**src/rtl/pfq_pkg.sv**
```systemverilog
`timescale 1ns/1ps
package pfq_pkg;

    localparam int PFQ_ADDR_W     = 32;
    localparam int PFQ_LINE_BYTES = 16;
    localparam int PFQ_WIN_BYTES  = 3;

    // Request tracking: no request, request in flight, in-flight request made stale by a flush
    typedef enum logic [1:0] {
        FS_IDLE  = 2'd0,
        FS_LIVE  = 2'd1,
        FS_STALE = 2'd2
    } fetch_st_e;

    function automatic int pfq_off_w(input int line_bytes);
        return $clog2(line_bytes);
    endfunction

    function automatic int pfq_cnt_w(input int win_bytes);
        return $clog2(win_bytes + 1);
    endfunction

endpackage

```
**src/rtl/pfq_fetch_ctl.sv**
```systemverilog
`timescale 1ns/1ps
module pfq_fetch_ctl
    import pfq_pkg::*;
#(
    parameter int ADDR_W     = PFQ_ADDR_W,
    parameter int LINE_BYTES = PFQ_LINE_BYTES,
    parameter logic [ADDR_W-1:0] RESET_ADDR = '0
) (
    input  logic              clk,
    input  logic              rst,
    input  logic              flush,
    input  logic [ADDR_W-1:0] flush_addr,
    input  logic              mem_valid,
    input  logic              slot_free,
    output logic              mem_req,
    output logic [ADDR_W-1:0] mem_addr,
    output logic              fill_en,
    output logic              fill_sel
);
    localparam logic [ADDR_W-1:0] LOW_MASK  = ADDR_W'(LINE_BYTES - 1);
    localparam logic [ADDR_W-1:0] LINE_STEP = ADDR_W'(LINE_BYTES);

    fetch_st_e         st_q;
    logic [ADDR_W-1:0] line_addr_q;
    logic              sel_q;

    assign mem_req  = (st_q == FS_IDLE) && !flush && slot_free;
    assign fill_en  = (st_q == FS_LIVE) && mem_valid && !flush;
    assign mem_addr = line_addr_q;
    assign fill_sel = sel_q;

    always_ff @(posedge clk) begin
        if (rst) begin
            st_q        <= FS_IDLE;
            line_addr_q <= RESET_ADDR & ~LOW_MASK;
            sel_q       <= 1'b0;
        end else if (flush) begin
            line_addr_q <= flush_addr & ~LOW_MASK;
            sel_q       <= 1'b0;
            if (st_q != FS_IDLE && !mem_valid) st_q <= FS_STALE;
            else                               st_q <= FS_IDLE;
        end else begin
            unique case (st_q)
                FS_IDLE: if (mem_req) begin
                    st_q        <= FS_LIVE;
                    line_addr_q <= line_addr_q + LINE_STEP;
                end
                FS_LIVE: if (mem_valid) begin
                    st_q  <= FS_IDLE;
                    sel_q <= ~sel_q;
                end
                FS_STALE: if (mem_valid) st_q <= FS_IDLE;
                default: st_q <= FS_IDLE;
            endcase
        end
    end

    assert_req_aligned_R3: assert property (@(posedge clk) disable iff (rst)
        mem_req |-> ((mem_addr & LOW_MASK) == '0));

endmodule

```
**src/rtl/pfq_line_store.sv**
```systemverilog
`timescale 1ns/1ps
module pfq_line_store
    import pfq_pkg::*;
#(
    parameter int LINE_BYTES = PFQ_LINE_BYTES
) (
    input  logic                      clk,
    input  logic                      rst,
    input  logic                      flush,
    input  logic                      fill_en,
    input  logic                      fill_sel,
    input  logic [LINE_BYTES*8-1:0]   fill_line,
    input  logic                      drain_en,
    input  logic                      drain_sel,
    output logic [1:0]                slot_v,
    output logic [2*LINE_BYTES*8-1:0] lines_flat
);
    localparam int LINE_W = LINE_BYTES * 8;

    for (genvar g = 0; g < 2; g++) begin : g_slot
        logic              v_q;
        logic [LINE_W-1:0] d_q;

        always_ff @(posedge clk) begin
            if (rst || flush) begin
                v_q <= 1'b0;
            end else if (fill_en && (fill_sel == 1'(g))) begin
                v_q <= 1'b1;
            end else if (drain_en && (drain_sel == 1'(g))) begin
                v_q <= 1'b0;
            end
        end

        always_ff @(posedge clk) begin
            if (rst) begin
                d_q <= '0;
            end else if (fill_en && (fill_sel == 1'(g))) begin
                d_q <= fill_line;
            end
        end

        assign slot_v[g] = v_q;
        assign lines_flat[g*LINE_W +: LINE_W] = d_q;
    end

    assert_fill_into_free_R2: assert property (@(posedge clk) disable iff (rst)
        fill_en |-> !slot_v[fill_sel]);

    assert_drain_held_R7: assert property (@(posedge clk) disable iff (rst)
        drain_en |-> slot_v[drain_sel]);

endmodule

```
**src/rtl/pfq_read_ptr.sv**
```systemverilog
`timescale 1ns/1ps
module pfq_read_ptr
    import pfq_pkg::*;
#(
    parameter int LINE_BYTES = PFQ_LINE_BYTES,
    parameter int WIN_BYTES  = PFQ_WIN_BYTES,
    parameter int RESET_OFF  = 0,
    localparam int OFF_W     = pfq_off_w(LINE_BYTES),
    localparam int CNT_W     = pfq_cnt_w(WIN_BYTES),
    localparam int AVAIL_W   = $clog2(2 * LINE_BYTES + 1)
) (
    input  logic               clk,
    input  logic               rst,
    input  logic               flush,
    input  logic [OFF_W-1:0]   flush_off,
    input  logic [1:0]         slot_v,
    input  logic [CNT_W-1:0]   cons_cnt,
    output logic               rd_sel,
    output logic [OFF_W-1:0]   rd_off,
    output logic [AVAIL_W-1:0] avail,
    output logic [CNT_W-1:0]   win_cnt,
    output logic               drain_en
);
    localparam logic [AVAIL_W-1:0] LB_A  = AVAIL_W'(LINE_BYTES);
    localparam logic [AVAIL_W-1:0] WIN_A = AVAIL_W'(WIN_BYTES);

    logic             sel_q;
    logic [OFF_W-1:0] off_q;
    logic             head_v, tail_v, take;
    logic [OFF_W:0]   sum;

    assign head_v = slot_v[sel_q];
    assign tail_v = slot_v[~sel_q];

    always_comb begin
        avail = '0;
        if (head_v) begin
            avail = LB_A - AVAIL_W'(off_q);
            if (tail_v) avail = avail + LB_A;
        end
    end

    assign win_cnt  = (avail >= WIN_A) ? CNT_W'(WIN_BYTES) : avail[CNT_W-1:0];
    assign take     = !flush && (cons_cnt != '0) && (cons_cnt <= win_cnt);
    assign sum      = {1'b0, off_q} + (OFF_W+1)'(cons_cnt);
    assign drain_en = take && sum[OFF_W];
    assign rd_sel   = sel_q;
    assign rd_off   = off_q;

    always_ff @(posedge clk) begin
        if (rst) begin
            sel_q <= 1'b0;
            off_q <= OFF_W'(RESET_OFF);
        end else if (flush) begin
            sel_q <= 1'b0;
            off_q <= flush_off;
        end else if (take) begin
            off_q <= sum[OFF_W-1:0];
            if (sum[OFF_W]) sel_q <= ~sel_q;
        end
    end

    assert_avail_cap_R2: assert property (@(posedge clk) disable iff (rst)
        avail <= AVAIL_W'(2 * LINE_BYTES));

    assert_flush_empties_R8: assert property (@(posedge clk) disable iff (rst)
        flush |=> (avail == '0));

    assert_ignore_consume_R7: assert property (@(posedge clk) disable iff (rst)
        (!flush && (cons_cnt > win_cnt)) |=> (rd_off == $past(rd_off) && rd_sel == $past(rd_sel)));

endmodule

```
**src/rtl/pfq_window.sv**
```systemverilog
`timescale 1ns/1ps
module pfq_window
    import pfq_pkg::*;
#(
    parameter int LINE_BYTES = PFQ_LINE_BYTES,
    parameter int WIN_BYTES  = PFQ_WIN_BYTES,
    localparam int OFF_W     = pfq_off_w(LINE_BYTES),
    localparam int CNT_W     = pfq_cnt_w(WIN_BYTES)
) (
    input  logic [2*LINE_BYTES*8-1:0] lines_flat,
    input  logic                      rd_sel,
    input  logic [OFF_W-1:0]          rd_off,
    input  logic [CNT_W-1:0]          win_cnt,
    output logic [WIN_BYTES*8-1:0]    win_bytes
);
    // Each window byte picks its slot from the carry out of head offset + j
    for (genvar j = 0; j < WIN_BYTES; j++) begin : g_byte
        logic [OFF_W:0] idx;
        logic [OFF_W:0] pos;

        assign idx = {1'b0, rd_off} + (OFF_W+1)'(j);
        assign pos = {rd_sel ^ idx[OFF_W], idx[OFF_W-1:0]};
        assign win_bytes[j*8 +: 8] = (CNT_W'(j) < win_cnt) ? lines_flat[pos*8 +: 8] : 8'h00;
    end

endmodule

```
**src/rtl/pfq_prefetch_queue.sv**
```systemverilog
`timescale 1ns/1ps
module pfq_prefetch_queue
    import pfq_pkg::*;
#(
    parameter int ADDR_W     = PFQ_ADDR_W,
    parameter int LINE_BYTES = PFQ_LINE_BYTES,
    parameter int WIN_BYTES  = PFQ_WIN_BYTES,
    parameter logic [ADDR_W-1:0] RESET_ADDR = '0,
    localparam int OFF_W     = pfq_off_w(LINE_BYTES),
    localparam int CNT_W     = pfq_cnt_w(WIN_BYTES),
    localparam int AVAIL_W   = $clog2(2 * LINE_BYTES + 1)
) (
    input  logic                    clk,
    input  logic                    rst,
    input  logic                    flush,
    input  logic [ADDR_W-1:0]       flush_addr,
    output logic                    mem_req,
    output logic [ADDR_W-1:0]       mem_addr,
    input  logic                    mem_valid,
    input  logic [LINE_BYTES*8-1:0] mem_line,
    output logic [CNT_W-1:0]        win_cnt,
    output logic [WIN_BYTES*8-1:0]  win_bytes,
    input  logic [CNT_W-1:0]        cons_cnt
);
    logic                      fill_en, fill_sel, drain_en, rd_sel;
    logic [1:0]                slot_v;
    logic [2*LINE_BYTES*8-1:0] lines_flat;
    logic [OFF_W-1:0]          rd_off;
    logic [AVAIL_W-1:0]        avail;
    logic                      slot_free;

    assign slot_free = !slot_v[fill_sel];

    pfq_fetch_ctl #(
        .ADDR_W(ADDR_W), .LINE_BYTES(LINE_BYTES), .RESET_ADDR(RESET_ADDR)
    ) u_fetch (
        .clk(clk), .rst(rst), .flush(flush), .flush_addr(flush_addr),
        .mem_valid(mem_valid), .slot_free(slot_free),
        .mem_req(mem_req), .mem_addr(mem_addr),
        .fill_en(fill_en), .fill_sel(fill_sel)
    );

    pfq_line_store #(.LINE_BYTES(LINE_BYTES)) u_store (
        .clk(clk), .rst(rst), .flush(flush),
        .fill_en(fill_en), .fill_sel(fill_sel), .fill_line(mem_line),
        .drain_en(drain_en), .drain_sel(rd_sel),
        .slot_v(slot_v), .lines_flat(lines_flat)
    );

    pfq_read_ptr #(
        .LINE_BYTES(LINE_BYTES), .WIN_BYTES(WIN_BYTES),
        .RESET_OFF(int'(RESET_ADDR[OFF_W-1:0]))
    ) u_rdptr (
        .clk(clk), .rst(rst), .flush(flush), .flush_off(flush_addr[OFF_W-1:0]),
        .slot_v(slot_v), .cons_cnt(cons_cnt),
        .rd_sel(rd_sel), .rd_off(rd_off), .avail(avail),
        .win_cnt(win_cnt), .drain_en(drain_en)
    );

    pfq_window #(.LINE_BYTES(LINE_BYTES), .WIN_BYTES(WIN_BYTES)) u_win (
        .lines_flat(lines_flat), .rd_sel(rd_sel), .rd_off(rd_off),
        .win_cnt(win_cnt), .win_bytes(win_bytes)
    );

endmodule

```
**config.mk**
```make
export PLATFORM = sky130hd
export DESIGN_NAME = pfq_prefetch_queue
export DESIGN_NICKNAME = d
export VERILOG_FILES = /design/src/rtl/pfq_pkg.sv /design/src/rtl/pfq_fetch_ctl.sv /design/src/rtl/pfq_line_store.sv /design/src/rtl/pfq_read_ptr.sv /design/src/rtl/pfq_window.sv /design/src/rtl/pfq_prefetch_queue.sv
export SDC_FILE = /design/constraint.sdc
export NUM_CORES = 1
export LEC_CHECK = 0
export ABC_AREA = 1
export BUFFER_PORTS_ARGS = -buffer_cell sky130_fd_sc_hd__clkbuf_2
export CORE_ASPECT_RATIO = 1.5
export CORE_MARGIN = 2
export CORE_UTILIZATION = 45
export CTS_BUF_LIST = sky130_fd_sc_hd__clkbuf_16
export CTS_CLUSTER_DIAMETER = 80
export DETAILED_ROUTE_END_ITERATION = 16
export GPL_ROUTABILITY_DRIVEN = 0
export PLACE_DENSITY_LB_ADDON = 0.1
export SYNTH_ARGS = -nofsm -noshare
export SYNTH_HDL_FRONTEND = slang
export SYNTH_SLANG_ARGS = --single-unit
```
**constraint.sdc**
```tcl
create_clock -name clk -period 4.1 [get_ports clk]
set_input_delay 0.41 -clock clk [delete_from_list [all_inputs] [get_ports clk]]
set_output_delay 0.41 -clock clk [all_outputs]
set_load 0.05 [all_outputs]
```
* Word-level counts from Yosys, hierarchy flattened
Index checks and enable logic that the tools add are counted.
** Storage, ports and cells
- Register bits after elaboration :: 298
- Input port bits :: 166
- Output and inout port bits :: 59
- Logic and storage cells :: 92
** Operators by class
- $add $sub $neg :: 6
- Order comparisons :: 8
- Equality and inequality tests :: 4
- Shift operators :: 3
- Mux-type cells :: 26
- Bitwise operators :: 4
- Reduce and logical (&&, ||, !) cells :: 31
** Operator list (count)
- $shiftx 256x9->8 :: 3
- $mux 32 :: 3
- $add 32x5->32 const B :: 1
- $mux 8 :: 3
- $reduce_bool 2->1 :: 7
- $logic_and 1x1->1 :: 12
- $mux 6 :: 2
- $mux 1 :: 10
- $mux 2 :: 5
- $reduce_and 2->1 :: 5
- $mux 4 :: 2
- $add 6x5->6 const B :: 1
- $ge 6x2->1 const B :: 1
- $lt 1x2->1 const B :: 3
- $sub 5x4->6 const A :: 1
- $add 4x1->5 const B :: 1
- $add 4x2->5 :: 1
- $add 4x2->5 const B :: 1
- $lt 1x2->1 const A :: 2
- $pmux 2 s2 :: 1
- $reduce_or 2->1 :: 2
- $logic_not 1->1 :: 3
- $ne 3x1->1 const B :: 1
- $ne 3x3->1 const B :: 1
- 8 further kinds :: 10

* Logic depth before layout (Yosys ltp)
- Depth in word-level cells :: 13
- Gate-level depth with buffers :: 24
- Depth with buffers taken out :: 20

* By module
From an unflattened synthesis, not the netlist that was laid out.
** Unflattened totals
- Cell total of the unflattened synthesis :: 3266
- Area, all modules :: 19570.0 µm²
** By module, submodules not included
- pfq_line_store :: instances 1, cells each 1282, area an instance 9945.8 µm², seq. area each 5165.0 µm²
- pfq_window :: instances 1, cells each 1531, area an instance 6805.3 µm², seq. area each 0.0 µm²
- pfq_fetch_ctl :: instances 1, cells each 344, area an instance 2207.1 µm², seq. area each 620.6 µm²
- pfq_read_ptr :: instances 1, cells each 103, area an instance 589.3 µm², seq. area each 100.1 µm²
- pfq_prefetch_queue :: instances 1, cells each 6, area an instance 22.5 µm², seq. area each 0.0 µm²

* Worst setup path before layout
Ideal clock, no wire load.
- Kind :: flip-flop to flip-flop
- Start point :: register u_rdptr.off_q[1] (netlist: u_rdptr.rd_off[1])
- End point :: register u_store.g_slot[0].v_q
- Setup time :: 0.122 ns
- Arrival :: 3.178 ns
- Data required time :: 3.978 ns
- Path slack :: 0.801 ns
- Stages on the path, launching flop included :: 22
- Path buffers :: 2
- Clock period less this slack :: 3.299 ns
- Cells stage by stage :: dfxtp_1 > inv_1 > buf_2 > buf_1 > ha_1 > nand2_1 > nor2_1 > ha_1 > inv_1 > nand3_1 > nor2_1 > nand2_1 > o21ai_0 > inv_1 > ha_1 > nand2_1 > o21ai_0 > nand2_1 > inv_1 > nand2_1 > o21ai_0 > a21oi_1
** On the way
- Longest elaborated chain between the ends :: 11
- Elaborated cells between the ends (all ways) :: 12
- Classes of those cells :: add/sub (3); order compare (2); mux (3); reduce/logical (4)
** Ends and longest elaborated chain
- start: declaration :: RTL line pfq_read_ptr.sv:28 : logic [OFF_W-1:0] off_q;
- start signal: assignment :: RTL line pfq_read_ptr.sv:53 : off_q <= OFF_W'(RESET_OFF);
- start signal: assignment :: RTL line pfq_read_ptr.sv:56 : off_q <= flush_off;
- start signal: assignment :: RTL line pfq_read_ptr.sv:58 : off_q <= sum[OFF_W-1:0];
- $sub 5x4->6 * :: RTL line pfq_read_ptr.sv:38 : avail = LB_A - AVAIL_W'(off_q);
- $add 6x5->6 :: RTL line pfq_read_ptr.sv:39 : if (tail_v) avail = avail + LB_A;
- $mux 6 * :: RTL line pfq_read_ptr.sv:39
- $mux 6 * :: RTL line pfq_read_ptr.sv:37 : if (head_v) begin
- $ge 6x2->1 * :: RTL line pfq_read_ptr.sv:43 : assign win_cnt = (avail >= WIN_A) ? CNT_W'(WIN_BYTES) : avail[CNT_W-1:0];
- $mux 2 * :: RTL line pfq_read_ptr.sv:43
- net win_cnt[0] :: RTL line pfq_prefetch_queue.sv:21 : output logic [CNT_W-1:0] win_cnt,
- $le 2x2->1 * :: RTL line pfq_read_ptr.sv:44 : assign take = !flush && (cons_cnt != '0) && (cons_cnt <= win_cnt);
- $logic_and 1x1->1 * :: RTL line pfq_read_ptr.sv:44
- $logic_and 1x1->1 * :: RTL line pfq_read_ptr.sv:46 : assign drain_en = take && sum[OFF_W];
- $logic_and 1x1->1 * :: RTL line pfq_line_store.sv:29 : end else if (drain_en && (drain_sel == 1'(g))) begin
- $reduce_bool 2->1 (no line) *
- end signal: assignment :: RTL line pfq_line_store.sv:26 : v_q <= 1'b0;
- end signal: assignment :: RTL line pfq_line_store.sv:28 : v_q <= 1'b1;
- end signal: assignment :: RTL line pfq_line_store.sv:30 : v_q <= 1'b0;
- end: declaration :: RTL line pfq_line_store.sv:21 : logic v_q;
Mark *: on every way through the listed nets, which the timed path passes. The rest lies on a longest branch.
A chain may end at the register's enable or synchronous reset.

* Final worst setup path
- Start point :: register u_rdptr.off_q[0] (netlist: u_rdptr.rd_off[0])
- End point :: output port win_bytes[13]
** On the way
- Longest elaborated chain between the ends :: 8
- Elaborated cells between the ends (all ways) :: 11
- Classes of those cells :: add/sub (3); order compare (2); shift (1); mux (4); bitwise (1)
** Ends and longest elaborated chain
- $sub 5x4->6 :: RTL line pfq_read_ptr.sv:38
- $add 6x5->6 :: RTL line pfq_read_ptr.sv:39
- $mux 6 :: RTL line pfq_read_ptr.sv:39
- $mux 6 :: RTL line pfq_read_ptr.sv:37
- $ge 6x2->1 :: RTL line pfq_read_ptr.sv:43
- $mux 2 :: RTL line pfq_read_ptr.sv:43
- $lt 1x2->1 :: RTL line pfq_window.sv:23 : assign win_bytes[j*8 +: 8] = (CNT_W'(j) < win_cnt) ? lines_flat[pos*8 +: 8] : 8'h00;
- $mux 8 * :: RTL line pfq_window.sv:23
- end: declaration :: RTL line pfq_prefetch_queue.sv:22 : output logic [WIN_BYTES*8-1:0] win_bytes,
Mark *: on every way between the ends. The rest lies on a longest branch, timed or not.

==> impl_metrics.env <==
export IMPL_pwr_share_clk=0.414
export IMPL_io_buffers=220
export IMPL_synth_fa_ha_area_frac=0.00940
export IMPL_synth_compound_area_frac=0.142
export IMPL_synth_top_family_by_area="simple AND/OR/NAND/NOR gates"
export IMPL_cap_violations=0
export IMPL_powerDensity_mw_per_mm2=392
export IMPL_tritoncts="built"
export IMPL_cp_required_ns=3.69
export IMPL_power_frac_seq=0.373
export IMPL_n_fill_cell=4127
export IMPL_drive_gt1_frac=0.108
export IMPL_insertion_delay_ns=0.62
export IMPL_route_detailed_drc=0
export IMPL_synth_cells=3075
export IMPL_grt_max_degree=142
export IMPL_period_needed_ns=3.94
export IMPL_cts_htree_levels=1
export IMPL_synthSimpleGateAreaFrac=0.427
export IMPL_die_y_um=250
export IMPL_clk_pin_slew_worst_paths_ns=0.07
export IMPL_synth_top_area_frac=0.325
export IMPL_synth_flop_cell="dfxtp_1"
export IMPL_multi_input_area_mm2=0.0107
export IMPL_worstSetupStartpointType="flip-flop"
export IMPL_ir_drop_uv=319
export IMPL_grt_pass1_wl_um=107000
export IMPL_rsz0062_at_grt="false"
export IMPL_cp_max_fo=70
export IMPL_antenna_found_initial=0
export IMPL_drt_iter0_drc=2076
export IMPL_first_pass_iters=6
export IMPL_syn_area_mm2=0.0181
export IMPL_ctsHoldBuffers=0
export IMPL_worst_slew_pin_slew_ns=1.04
export IMPL_track_usage=0.328
export IMPL_finalCritPeriodShare=0.961
export IMPL_postRouteAntennaNets=0
export IMPL_placed_area_mm2=0.0194
export IMPL_synth_seq_cells=294
export IMPL_fmax_mhz=254
export IMPL_cp_arrival_ns=3.53
export IMPL_synth_edf_count=0
export IMPL_synth_area_top_cells="dfxtp_1 33%, nand2_1 19%, nand3_1 12%, nor2_1 11%, o21ai_0 8.4%"
export IMPL_yosysSeqAreaShare=0.325
export IMPL_grt_ovfl_total=0
export IMPL_fp_dieArea_mm2=0.0419
export IMPL_start_util=0.453
export IMPL_cts_buffers=31
export IMPL_critPathKind="reg2out"
export IMPL_leakage_nw=9.19
export IMPL_cp_end_kind="primary output"
export IMPL_die_w_um=168
export IMPL_io_pins=225
export IMPL_core_area_mm2=0.0400
export IMPL_vias=20600
export IMPL_cts_resized=0
export IMPL_setup_violations_final=0
export IMPL_num_rows=90
export IMPL_hold_path_class="in2reg"
export IMPL_synthXorXnorAreaFrac=0.00857
export IMPL_final_nets=3315
export IMPL_viasPerCell=5.63
export IMPL_hold_viol_final=0
export IMPL_stdcell_area_mm2=0.0207
export IMPL_finClkSkew_ns=0.0143
export IMPL_yosys_cell_types_count=39
export IMPL_yosys_warnings=0
export IMPL_seq_area_mm2=0.00589
export IMPL_p_comb_frac=0.213
export IMPL_outcome="complete, no violations"
export IMPL_cts_num_sinks=294
export IMPL_finalMaxSlewViolations=0
export IMPL_switchingPower_mw=2.64
export IMPL_async_reset_ff_frac=0
export IMPL_insertedDiodeCount=0
export IMPL_swShare=0.327
export IMPL_internal_power_mw=5.45
export IMPL_area_growth_pct=14.1
export IMPL_synthMuxAreaShare=0
export IMPL_max_clock_path_buffers=3
export IMPL_yosysTopAreaCell="dfxtp_1"
export IMPL_tns_ns=0
export IMPL_dp_hpwl_um=50300
export IMPL_cts_setup_buffers=0
export IMPL_wire_per_inst_um=19.3
export IMPL_first_global_vias=18600
export IMPL_avgSynthCellArea_um2=5.89
export IMPL_yosysMostFrequentCell="nand2_1"
export IMPL_wl_um=70800
export IMPL_cts_root_buf="clkbuf_16"
export IMPL_synth_commonest_cells="926 x nand2_1, 540 x nor2_1, 424 x nand3_1"
export IMPL_slew_headroom=0.308
[cells by family (layout without fill, tap and decap cells)]
kind of cell,count (synthesis),in the layout
AND/OR/NAND/NOR,1905,1905
AO/OA/AOI/OAI,502,502
buffers and inverters,344,427
flip-flops,294,294
XOR/XNOR,16,16
adder cells (fa/ha/maj),13,13
other,1,4
[layout make-up]
| type | instances | area share |
|---|---|---|
| repair buffers | 256 | 0.0883 |
| well taps | 506 | 0.0307 |
| multi-input cells | 2440 | 0.516 |
| flip-flops and latches | 294 | 0.285 |
| clock inverters | 27 | 0.0207 |
| inverters | 113 | 0.0213 |
| clock buffers | 31 | 0.0376 |
[placed cells by master, fill, tap and decap left out, types with 2 or more instances in the layout]
master,n
o21ai_1,33
clkbuf_2,196
a21oi_1,138
a31oi_1,10
clkinvlp_4,4
bufinv_16,10
conb_1,4
o221ai_1,2
nand3_1,424
dfxtp_1,292
nand2_1,926
inv_6,5
nor3_1,4
dfxtp_4,2
o211ai_1,7
buf_12,31
clkinv_4,2
clkinv_1,4
xor2_1,8
nor2_4,3
inv_2,7
nor2_1,540
clkinv_2,6
buf_4,28
clkbuf_16,31
o21ai_2,3
ha_1,11
nand4_1,3
xor2_2,2
inv_4,2
a211oi_1,2
inv_1,99
o21ai_0,305
xnor2_1,6
[worst paths after layout]
kind	cells after the start	slack (ns)	startpoint	endpoint
worst max-delay path	11	0.16	u_rdptr.rd_off[0]	win_bytes[13]
worst min-delay path	3	0.04	mem_line[9]	u_store.g_slot[0].d_q[9]
worst max register to register	16	1.01	u_rdptr.rd_off[1]	u_rdptr.rd_off[0]
worst min register to register	2	0.46	u_store.g_slot[1].v_q	u_store.g_slot[1].v_q
[per-layer routing]
layer | wire length, um | up-vias | GRT usage | share of wire
li1 | - | 10000 | - | -
met1 | 27200 | 9453 | 0.394 | 0.38
met2 | 32100 | 918 | 0.530 | 0.45
met3 | 5050 | 230 | 0.0428 | 0.071
met4 | 6390 | 0 | 0.253 | 0.090
met5 | 0 | - | 0 | 0
[power by group through the flow]
stage | Combinational, mW | Sequential, mW | Clock [mW]
finish | 1.72 | 3.02 | 3.35
global route | 1.85 | 3.02 | 3.50
CTS | 1.69 | 3.01 | 3.39
detailed placement | 1.68 | 3.08 | 0
global placement | 1.67 | 3.07 | 0
floorplan | 1.11 | 3.11 | 0
[stage by stage]
step	worst slack [ns]	hold slack (ns)	util	power, mW	cells
after floorplan	0.801	0.439	-	4.23	3078
after global placement	0.734	0.451	0.486	4.75	3609
after detailed placement	0.711	0.456	0.486	4.76	3609
after CTS	0.0794	0.0231	0.517	8.09	3667
after global routing	0.0443	0.0508	0.517	8.37	3667
final	0.162	0.0364	0.517	8.09	3667
[registers in the layout, summed over array words and instances (netlist names)]
register and count:
u_rdptr.rd_off 4, u_fetch.mem_addr 28, u_fetch.st_q 2, u_store.g_slot.d_q 256, u_rdptr.rd_sel 1, u_fetch.fill_sel 1, u_store.g_slot.v_q 2
[worst max-delay path, cell delays in order (launching register included)]
cell and delay [ns]:
dfxtp_4 0.38, buf_6 0.40, ha_1 0.31, xor2_2 0.17, buf_4 0.40, nand3_1 0.35, nand3_1 0.24, nand2_1 0.07
nand2_1 0.05, nand2_1 0.04, nor2_1 0.29, buf_12 0.19
No activity file was read; power rests on OpenSTA's default activity.
